$ cat src/rtl/dac_upd_pkg.sv
package dac_upd_pkg;

    localparam int ADDR_W = 3;
    localparam int CTRL_W = 6;

    // Control field positions
    localparam int CTL_SIGNED = 3;
    localparam int CTL_RANGE  = 4;
    localparam int CTL_OE     = 5;

    // Register addresses
    localparam logic [ADDR_W-1:0] ADR_CTRL  = 3'd0;
    localparam logic [ADDR_W-1:0] ADR_CUR   = 3'd1;
    localparam logic [ADDR_W-1:0] ADR_NXT   = 3'd2;
    localparam logic [ADDR_W-1:0] ADR_STAT  = 3'd3;
    localparam logic [ADDR_W-1:0] ADR_SET   = 3'd4;
    localparam logic [ADDR_W-1:0] ADR_MASK  = 3'd5;
    localparam logic [ADDR_W-1:0] ADR_MSTAT = 3'd6;

    typedef enum logic [2:0] {
        UPD_DIRECT    = 3'd0,
        UPD_BUFFERED  = 3'd1,
        UPD_EDGE_SYNC = 3'd2,
        UPD_EDGE_IMM  = 3'd3,
        UPD_LEVEL     = 3'd4
    } upd_mode_e;

    typedef enum logic {
        ARM_IDLE = 1'b0,
        ARM_WAIT = 1'b1
    } arm_state_e;

    typedef enum logic [1:0] {
        TRG_IDLE  = 2'd0,
        TRG_HOLD1 = 2'd1,
        TRG_HOLD2 = 2'd2
    } trg_state_e;

endpackage

$ cat src/rtl/dac_strobe_sync.sv
module dac_strobe_sync #(
    parameter int STAGES = 2
) (
    input  logic clk,
    input  logic rst_n,
    input  logic strobe_async,
    output logic strobe_lvl,
    output logic strobe_rise
);
    // The shift register holds the synchronizer stages plus one extra flop
    // that supplies the previous level for edge detection.
    logic [STAGES:0] sh_q;

    always_ff @(posedge clk or negedge rst_n) begin
        if (!rst_n) begin
            sh_q <= '0;
        end else begin
            sh_q <= {sh_q[STAGES-1:0], strobe_async};
        end
    end

    assign strobe_lvl  = sh_q[STAGES-1];
    assign strobe_rise = sh_q[STAGES-1] & ~sh_q[STAGES];

    AST_RISE_SINGLE: assert property (@(posedge clk) disable iff (!rst_n)
        strobe_rise |=> !strobe_rise);

endmodule

$ cat src/rtl/dac_xfer_fsm.sv
module dac_xfer_fsm
    import dac_upd_pkg::*;
(
    input  logic       clk,
    input  logic       rst_n,
    input  logic [2:0] mode,
    input  logic       tick,
    input  logic       strobe_lvl,
    input  logic       strobe_rise,
    output logic       xfer,
    output logic       dma_trig
);
    arm_state_e arm_q, arm_d;
    trg_state_e trg_q, trg_d;
    logic       edge_sync_mode;

    assign edge_sync_mode = (mode == UPD_EDGE_SYNC);

    // Arm machine: next state
    always_comb begin
        arm_d = arm_q;
        unique case (arm_q)
            ARM_IDLE: begin
                if (edge_sync_mode && strobe_rise) begin
                    arm_d = ARM_WAIT;
                end
            end
            ARM_WAIT: begin
                if (!edge_sync_mode) begin
                    arm_d = ARM_IDLE;
                end else if (tick && !strobe_rise) begin
                    arm_d = ARM_IDLE;
                end
            end
            default: arm_d = ARM_IDLE;
        endcase
    end

    // Trigger machine: next state
    always_comb begin
        trg_d = trg_q;
        if (xfer) begin
            trg_d = TRG_HOLD1;
        end else begin
            unique case (trg_q)
                TRG_IDLE:  trg_d = TRG_IDLE;
                TRG_HOLD1: trg_d = TRG_HOLD2;
                TRG_HOLD2: trg_d = TRG_IDLE;
                default:   trg_d = TRG_IDLE;
            endcase
        end
    end

    // State registers
    always_ff @(posedge clk or negedge rst_n) begin
        if (!rst_n) begin
            arm_q <= ARM_IDLE;
            trg_q <= TRG_IDLE;
        end else begin
            arm_q <= arm_d;
            trg_q <= trg_d;
        end
    end

    // Outputs: transfer decode by update mode, trigger from state
    always_comb begin
        xfer = 1'b0;
        unique case (mode)
            UPD_DIRECT:    xfer = 1'b0;
            UPD_BUFFERED:  xfer = tick;
            UPD_EDGE_SYNC: xfer = tick && (arm_q == ARM_WAIT);
            UPD_EDGE_IMM:  xfer = strobe_rise;
            UPD_LEVEL:     xfer = tick && strobe_lvl;
            default:       xfer = 1'b0;
        endcase
        dma_trig = (trg_q != TRG_IDLE);
    end

    AST_TRIG_TWO: assert property (@(posedge clk) disable iff (!rst_n)
        $rose(dma_trig) |=> dma_trig);

    AST_ARM_CONSUMED: assert property (@(posedge clk) disable iff (!rst_n)
        (xfer && edge_sync_mode && !strobe_rise) |=> (arm_q == ARM_IDLE));

endmodule

$ cat src/rtl/dac_code_fmt.sv
module dac_code_fmt #(
    parameter int DAC_W = 12
) (
    input  logic [DAC_W-1:0] value,
    input  logic             signed_fmt,
    output logic [DAC_W-1:0] code
);
    localparam logic [DAC_W-1:0] HALF = DAC_W'(1) << (DAC_W - 1);

    always_comb begin
        if (signed_fmt) begin
            code = value + HALF;   // wraps modulo 2**DAC_W
        end else begin
            code = value;
        end
    end

endmodule

$ cat src/rtl/dac_upd_ctrl.sv
module dac_upd_ctrl
    import dac_upd_pkg::*;
#(
    parameter int DAC_W       = 12,
    parameter int SYNC_STAGES = 2
) (
    input  logic             clk,
    input  logic             rst_n,
    input  logic             reg_we,
    input  logic [2:0]       reg_addr,
    input  logic [DAC_W-1:0] reg_wdata,
    output logic [DAC_W-1:0] reg_rdata,
    input  logic             upd_tick,
    input  logic             strobe_in,
    output logic [DAC_W-1:0] dac_code,
    output logic             dac_plus1,
    output logic             dac_oe,
    output logic             irq,
    output logic             dma_trig
);
    localparam int PAD_CTRL = DAC_W - CTRL_W;
    localparam int PAD_BIT  = DAC_W - 1;

    logic [CTRL_W-1:0] ctrl_q;
    logic [DAC_W-1:0]  cur_q;
    logic [DAC_W-1:0]  nxt_q;
    logic              irq_stat_q;
    logic              irq_mask_q;

    logic strobe_lvl;
    logic strobe_rise;
    logic xfer;

    logic wr_ctrl, wr_cur, wr_nxt, wr_clr, wr_set, wr_mask;

    assign wr_ctrl = reg_we && (reg_addr == ADR_CTRL);
    assign wr_cur  = reg_we && (reg_addr == ADR_CUR);
    assign wr_nxt  = reg_we && (reg_addr == ADR_NXT);
    assign wr_clr  = reg_we && (reg_addr == ADR_STAT) && reg_wdata[0];
    assign wr_set  = reg_we && (reg_addr == ADR_SET)  && reg_wdata[0];
    assign wr_mask = reg_we && (reg_addr == ADR_MASK);

    dac_strobe_sync #(.STAGES(SYNC_STAGES)) u_sync (
        .clk          (clk),
        .rst_n        (rst_n),
        .strobe_async (strobe_in),
        .strobe_lvl   (strobe_lvl),
        .strobe_rise  (strobe_rise)
    );

    dac_xfer_fsm u_fsm (
        .clk         (clk),
        .rst_n       (rst_n),
        .mode        (ctrl_q[2:0]),
        .tick        (upd_tick),
        .strobe_lvl  (strobe_lvl),
        .strobe_rise (strobe_rise),
        .xfer        (xfer),
        .dma_trig    (dma_trig)
    );

    dac_code_fmt #(.DAC_W(DAC_W)) u_fmt (
        .value      (cur_q),
        .signed_fmt (ctrl_q[CTL_SIGNED]),
        .code       (dac_code)
    );

    // Register file
    always_ff @(posedge clk or negedge rst_n) begin
        if (!rst_n) begin
            ctrl_q     <= '0;
            cur_q      <= '0;
            nxt_q      <= '0;
            irq_stat_q <= 1'b0;
            irq_mask_q <= 1'b0;
        end else begin
            if (wr_ctrl) begin
                ctrl_q <= reg_wdata[CTRL_W-1:0];
            end
            // A transfer takes precedence over a direct write
            if (xfer) begin
                cur_q <= nxt_q;
            end else if (wr_cur) begin
                cur_q <= reg_wdata;
            end
            if (wr_nxt) begin
                nxt_q <= reg_wdata;
            end
            // A set takes precedence over a clear
            if (xfer || wr_set) begin
                irq_stat_q <= 1'b1;
            end else if (wr_clr) begin
                irq_stat_q <= 1'b0;
            end
            if (wr_mask) begin
                irq_mask_q <= reg_wdata[0];
            end
        end
    end

    // Read mux
    always_comb begin
        unique case (reg_addr)
            ADR_CTRL:  reg_rdata = {{PAD_CTRL{1'b0}}, ctrl_q};
            ADR_CUR:   reg_rdata = cur_q;
            ADR_NXT:   reg_rdata = nxt_q;
            ADR_STAT:  reg_rdata = {{PAD_BIT{1'b0}}, irq_stat_q};
            ADR_MASK:  reg_rdata = {{PAD_BIT{1'b0}}, irq_mask_q};
            ADR_MSTAT: reg_rdata = {{PAD_BIT{1'b0}}, irq_stat_q & irq_mask_q};
            default:   reg_rdata = '0;
        endcase
    end

    assign irq       = irq_stat_q & irq_mask_q;
    assign dac_plus1 = ctrl_q[CTL_RANGE];
    assign dac_oe    = ctrl_q[CTL_OE];

    AST_XFER_COPIES: assert property (@(posedge clk) disable iff (!rst_n)
        xfer |=> (cur_q == $past(nxt_q)));

    AST_DIRECT_QUIET: assert property (@(posedge clk) disable iff (!rst_n)
        ((ctrl_q[2:0] == UPD_DIRECT) && !irq_stat_q && !wr_set) |=> !irq_stat_q);

    AST_IRQ_STICKY: assert property (@(posedge clk) disable iff (!rst_n)
        (irq_stat_q && !wr_clr) |=> irq_stat_q);

    AST_INVALID_HOLD: assert property (@(posedge clk) disable iff (!rst_n)
        ((ctrl_q[2:0] > 3'd4) && !wr_cur) |=> $stable(cur_q));

endmodule

$ cat config.mk
export PLATFORM = sky130hd
export DESIGN_NAME = dac_upd_ctrl
export DESIGN_NICKNAME = d
export VERILOG_FILES = /design/src/rtl/dac_upd_pkg.sv /design/src/rtl/dac_strobe_sync.sv /design/src/rtl/dac_xfer_fsm.sv /design/src/rtl/dac_code_fmt.sv /design/src/rtl/dac_upd_ctrl.sv
export SDC_FILE = /design/constraint.sdc
export NUM_CORES = 1
export LEC_CHECK = 0
export CAP_MARGIN = 20
export CORE_MARGIN = 2
export CORE_UTILIZATION = 48
export DETAILED_ROUTE_END_ITERATION = 6
export PLACE_DENSITY_LB_ADDON = 0.25
export SLEW_MARGIN = 10
export SYNTH_ARGS = -nofsm -noshare
export SYNTH_HDL_FRONTEND = slang
export SYNTH_HIERARCHICAL = 1
export SYNTH_SLANG_ARGS = --single-unit
$ cat constraint.sdc
create_clock -name clk -period 2.7 [get_ports clk]
set_input_delay 0.405 -clock clk [delete_from_list [all_inputs] [get_ports clk]]
set_output_delay 0.405 -clock clk [all_outputs]
set_load 0.02 [all_outputs]
==> results.ini <==
[setup_path]
r2r_setup_slack_ns = 0.62
r2r-end = cur_q[4]
critPathArrivalTime_ns = 2.22
critPathRequiredTime_ns = 2.30
critPathLaunchType = input port
end_kind = primary output
rr_worst_depth = 6
setup.worst_path.end = reg_rdata[2]
path_class = input port to primary output
r2r_start = ctrl_q[0]
crit_fanout = 13
startpoint = reg_addr[1]

[grt]
grt_overflow = 0
grt_pass1_vias = 1667
antenna_found_initial = 0
track_usage_pct = 21.19
grt_max_degree = 39
grt_pass1_wl_um = 7976

[timing]
finalHoldViolCount = 0
finalCritPeriodShare_pct = 97.09
tns_ns = 0
rsz0062_at_grt = no
clock_skew_ns = 0.007316
fin_crit_ns = 2.621
fmax_ghz = 0.3815
tightest_slew_ns = 0.8407
slew_headroom_pct = 43.95
setup-violations-final = 0
final.setup.worst_slack_ns = 0.07865
final_max_slew_viol_count = 0

[floorplan]
die_w_um = 69.25
core.rowCount = 23
start_util_pct = 50.35
die_h_um = 69.25
die_area_mm2 = 0.004795
num_io_pins = 48
core_area_mm2 = 0.004058

[synth]
synth-seq-cells = 38
ys_seq_area_share_pct = 46.54
syn-instance-count = 167
synth_edf_count = 0
syn_nets = 187
ys.flop_type = dfrtp_1
ys_types = 32
yosysWarnings = 6
ys_async_sr_fraction_pct = 100.0
synthesis.area_mm2 = 0.002043
syn_avg_cell_area_um2 = 12.23

[pwr]
p_int_mw = 1.503
power.leakage_nw = 1.245
ir_drop_mv = 0.5389
p_clk_share_pct = 21.5
power_switching_share_pct = 32.93
power_frac_comb_pct = 39.6
seqPwrFrac_pct = 38.8
switchingPower_mw = 0.7383
cellPowerDensity_mw_per_mm2 = 828.3

[place]
dp_hpwl_um = 3309
port_buffers = 47
dp_slack_ns = 0.06583
gp_congestion = 0.8379

[clock_tree]
numCtsBuffers = 5
cts_hold_repair.buffers = 0
cts_root_buf = clkbuf_8
cts.clk_slew.worst_paths_ns = 0.08
cts_tree = yes
clk_latency_ns = 0.29
clock_path_buffers = 2
cts.sinks = 38
h-tree-depth = 2

[worst_hold_path]
worstHoldPathType = input port to asynchronous set/reset pin

[final_layout]
layout-drive-gt1-share_pct = 37.79
mostFrequentLayoutCells = 44 x mux2_2, 38 x dfrtp_1, 38 x clkdlybuf4s50_1
final_net_count = 236
fillCellCount = 300
final_common_cell = mux2_2
syn_to_final_growth_pct = 32.46
utilization_pct = 66.70
antenna_cells = 0

[route]
post-route-drc-count = 0
drt_pre_antenna_iters = 4
vias = 1470
post_drt_wl_per_cell_um = 17.77
via_per_inst = 5.506
drt-initial-drc-count = 103
ant_nets = 0
wirelength_um = 4744

[outcome]
status = complete, no violations

[flow_run]
cap_violations = 0

worst max-delay path, stage by stage:
cell	delay [ns]
clkdlybuf4s50_1	0.51
buf_12	0.16
mux2i_1	0.07
or2_2	0.27
a21oi_1	0.16
clkdlybuf4s50_1	0.63
timing repair:
action | in CTS | in global routing
endpoints found under the setup margin | 0 | 8
endpoints found under the hold margin | 0 | 0
gates resized for setup | 0 | 8
setup buffers | 0 | 0
worst min-delay path by stage:
stage	startpoint	to	slack [ns]	depth (start not counted)
after detailed placement	u_sync/sh_q[0]	u_sync/sh_q[1]	0.34	0
after floorplan	rst_n	ctrl_q[0]	0.11	0
final	rst_n	cur_q[1]	0.20	1
after global placement	u_sync/sh_q[0]	u_sync/sh_q[1]	0.33	0
after global routing	rst_n	ctrl_q[2]	0.27	1
after CTS	rst_n	ctrl_q[2]	0.24	1
synth_stat cells, drive strengths merged (2+ instances only):
cell type  number  area [µm²]
or2             6       37.54
dfrtp          38       950.9
a31oi           2       18.77
o21ai           2       10.01
nor2b           3       28.78
mux2i           6       60.06
buf            16       117.6
a21oi           7       35.03
mux2           44       495.5
and2b           2       16.27
a22oi           6       45.04
nor2            8       30.03
nor3b           3       27.52
clkbuf          3       11.26
nand2           8       30.03
inv             3       11.26
nor4b           2       47.55
metal layers:
| metal | share of wire [%] | global-route usage, % |
|---|---|---|
| met4 | 1.5 | 8.932 |
| met5 | 0 | 0 |
| met2 | 50 | 36.97 |
| met1 | 43 | 24.76 |
| met3 | 5.6 | 5.233 |
power groups by stage:
stage | clock network [mW] | registers, mW | logic (mW)
after detailed placement | 0 | 0.881 | 0.893
final | 0.482 | 0.870 | 0.889
after global routing | 0.520 | 0.894 | 0.945
after global placement | 0 | 0.867 | 0.875
after CTS | 0.490 | 0.871 | 0.900
after floorplan | 0 | 0.843 | 0.622
kinds of logic (layout without fill, tap and decap cells):
logic type / Yosys count / after routing / synth area share (%)
AO/OA/AOI/OAI: 21 / 21 / 7.348
XOR/XNOR: 1 / 1 / 0.4287
buffers and inverters: 22 / 72 / 6.858
flip-flops: 38 / 38 / 46.54
multiplexers: 50 / 50 / 27.19
AND/OR/NAND/NOR: 35 / 35 / 11.64
per-stage QoR:
stage,std cells,area [µm²],total power [mW],hold WS (ns)
after floorplan,167,2043,1.465,0.1094
after global placement,259,2572,1.742,0.3338
after detailed placement,259,2572,1.774,0.3436
after CTS,267,2686,2.261,0.2351
after global routing,267,2706,2.359,0.2738
final,267,2706,2.242,0.2047
registers in the layout (all words and copies together), names as in the netlist:
signal	cells
ctrl_q	6
u_sync/sh_q	3
u_fsm/trg_q	2
u_fsm/arm_q	1
irq_stat_q	1
irq_mask_q	1
nxt_q	12
cur_q	12
area by class of cell:
| type | instances | area (µm²) | area share, % |
|---|---|---|---|
| multi-input combinational | 107 | 952.2 | 35.18 |
| sequential | 38 | 950.9 | 35.14 |
| timing repair buffer | 61 | 615.6 | 22.75 |
| clock buffer | 5 | 68.82 | 2.543 |
| tap | 50 | 62.56 | 2.312 |
| clock inverter | 3 | 45.04 | 1.664 |
| inverter | 3 | 11.26 | 0.4161 |
Note: power is estimated with default switching activity, not from simulation.
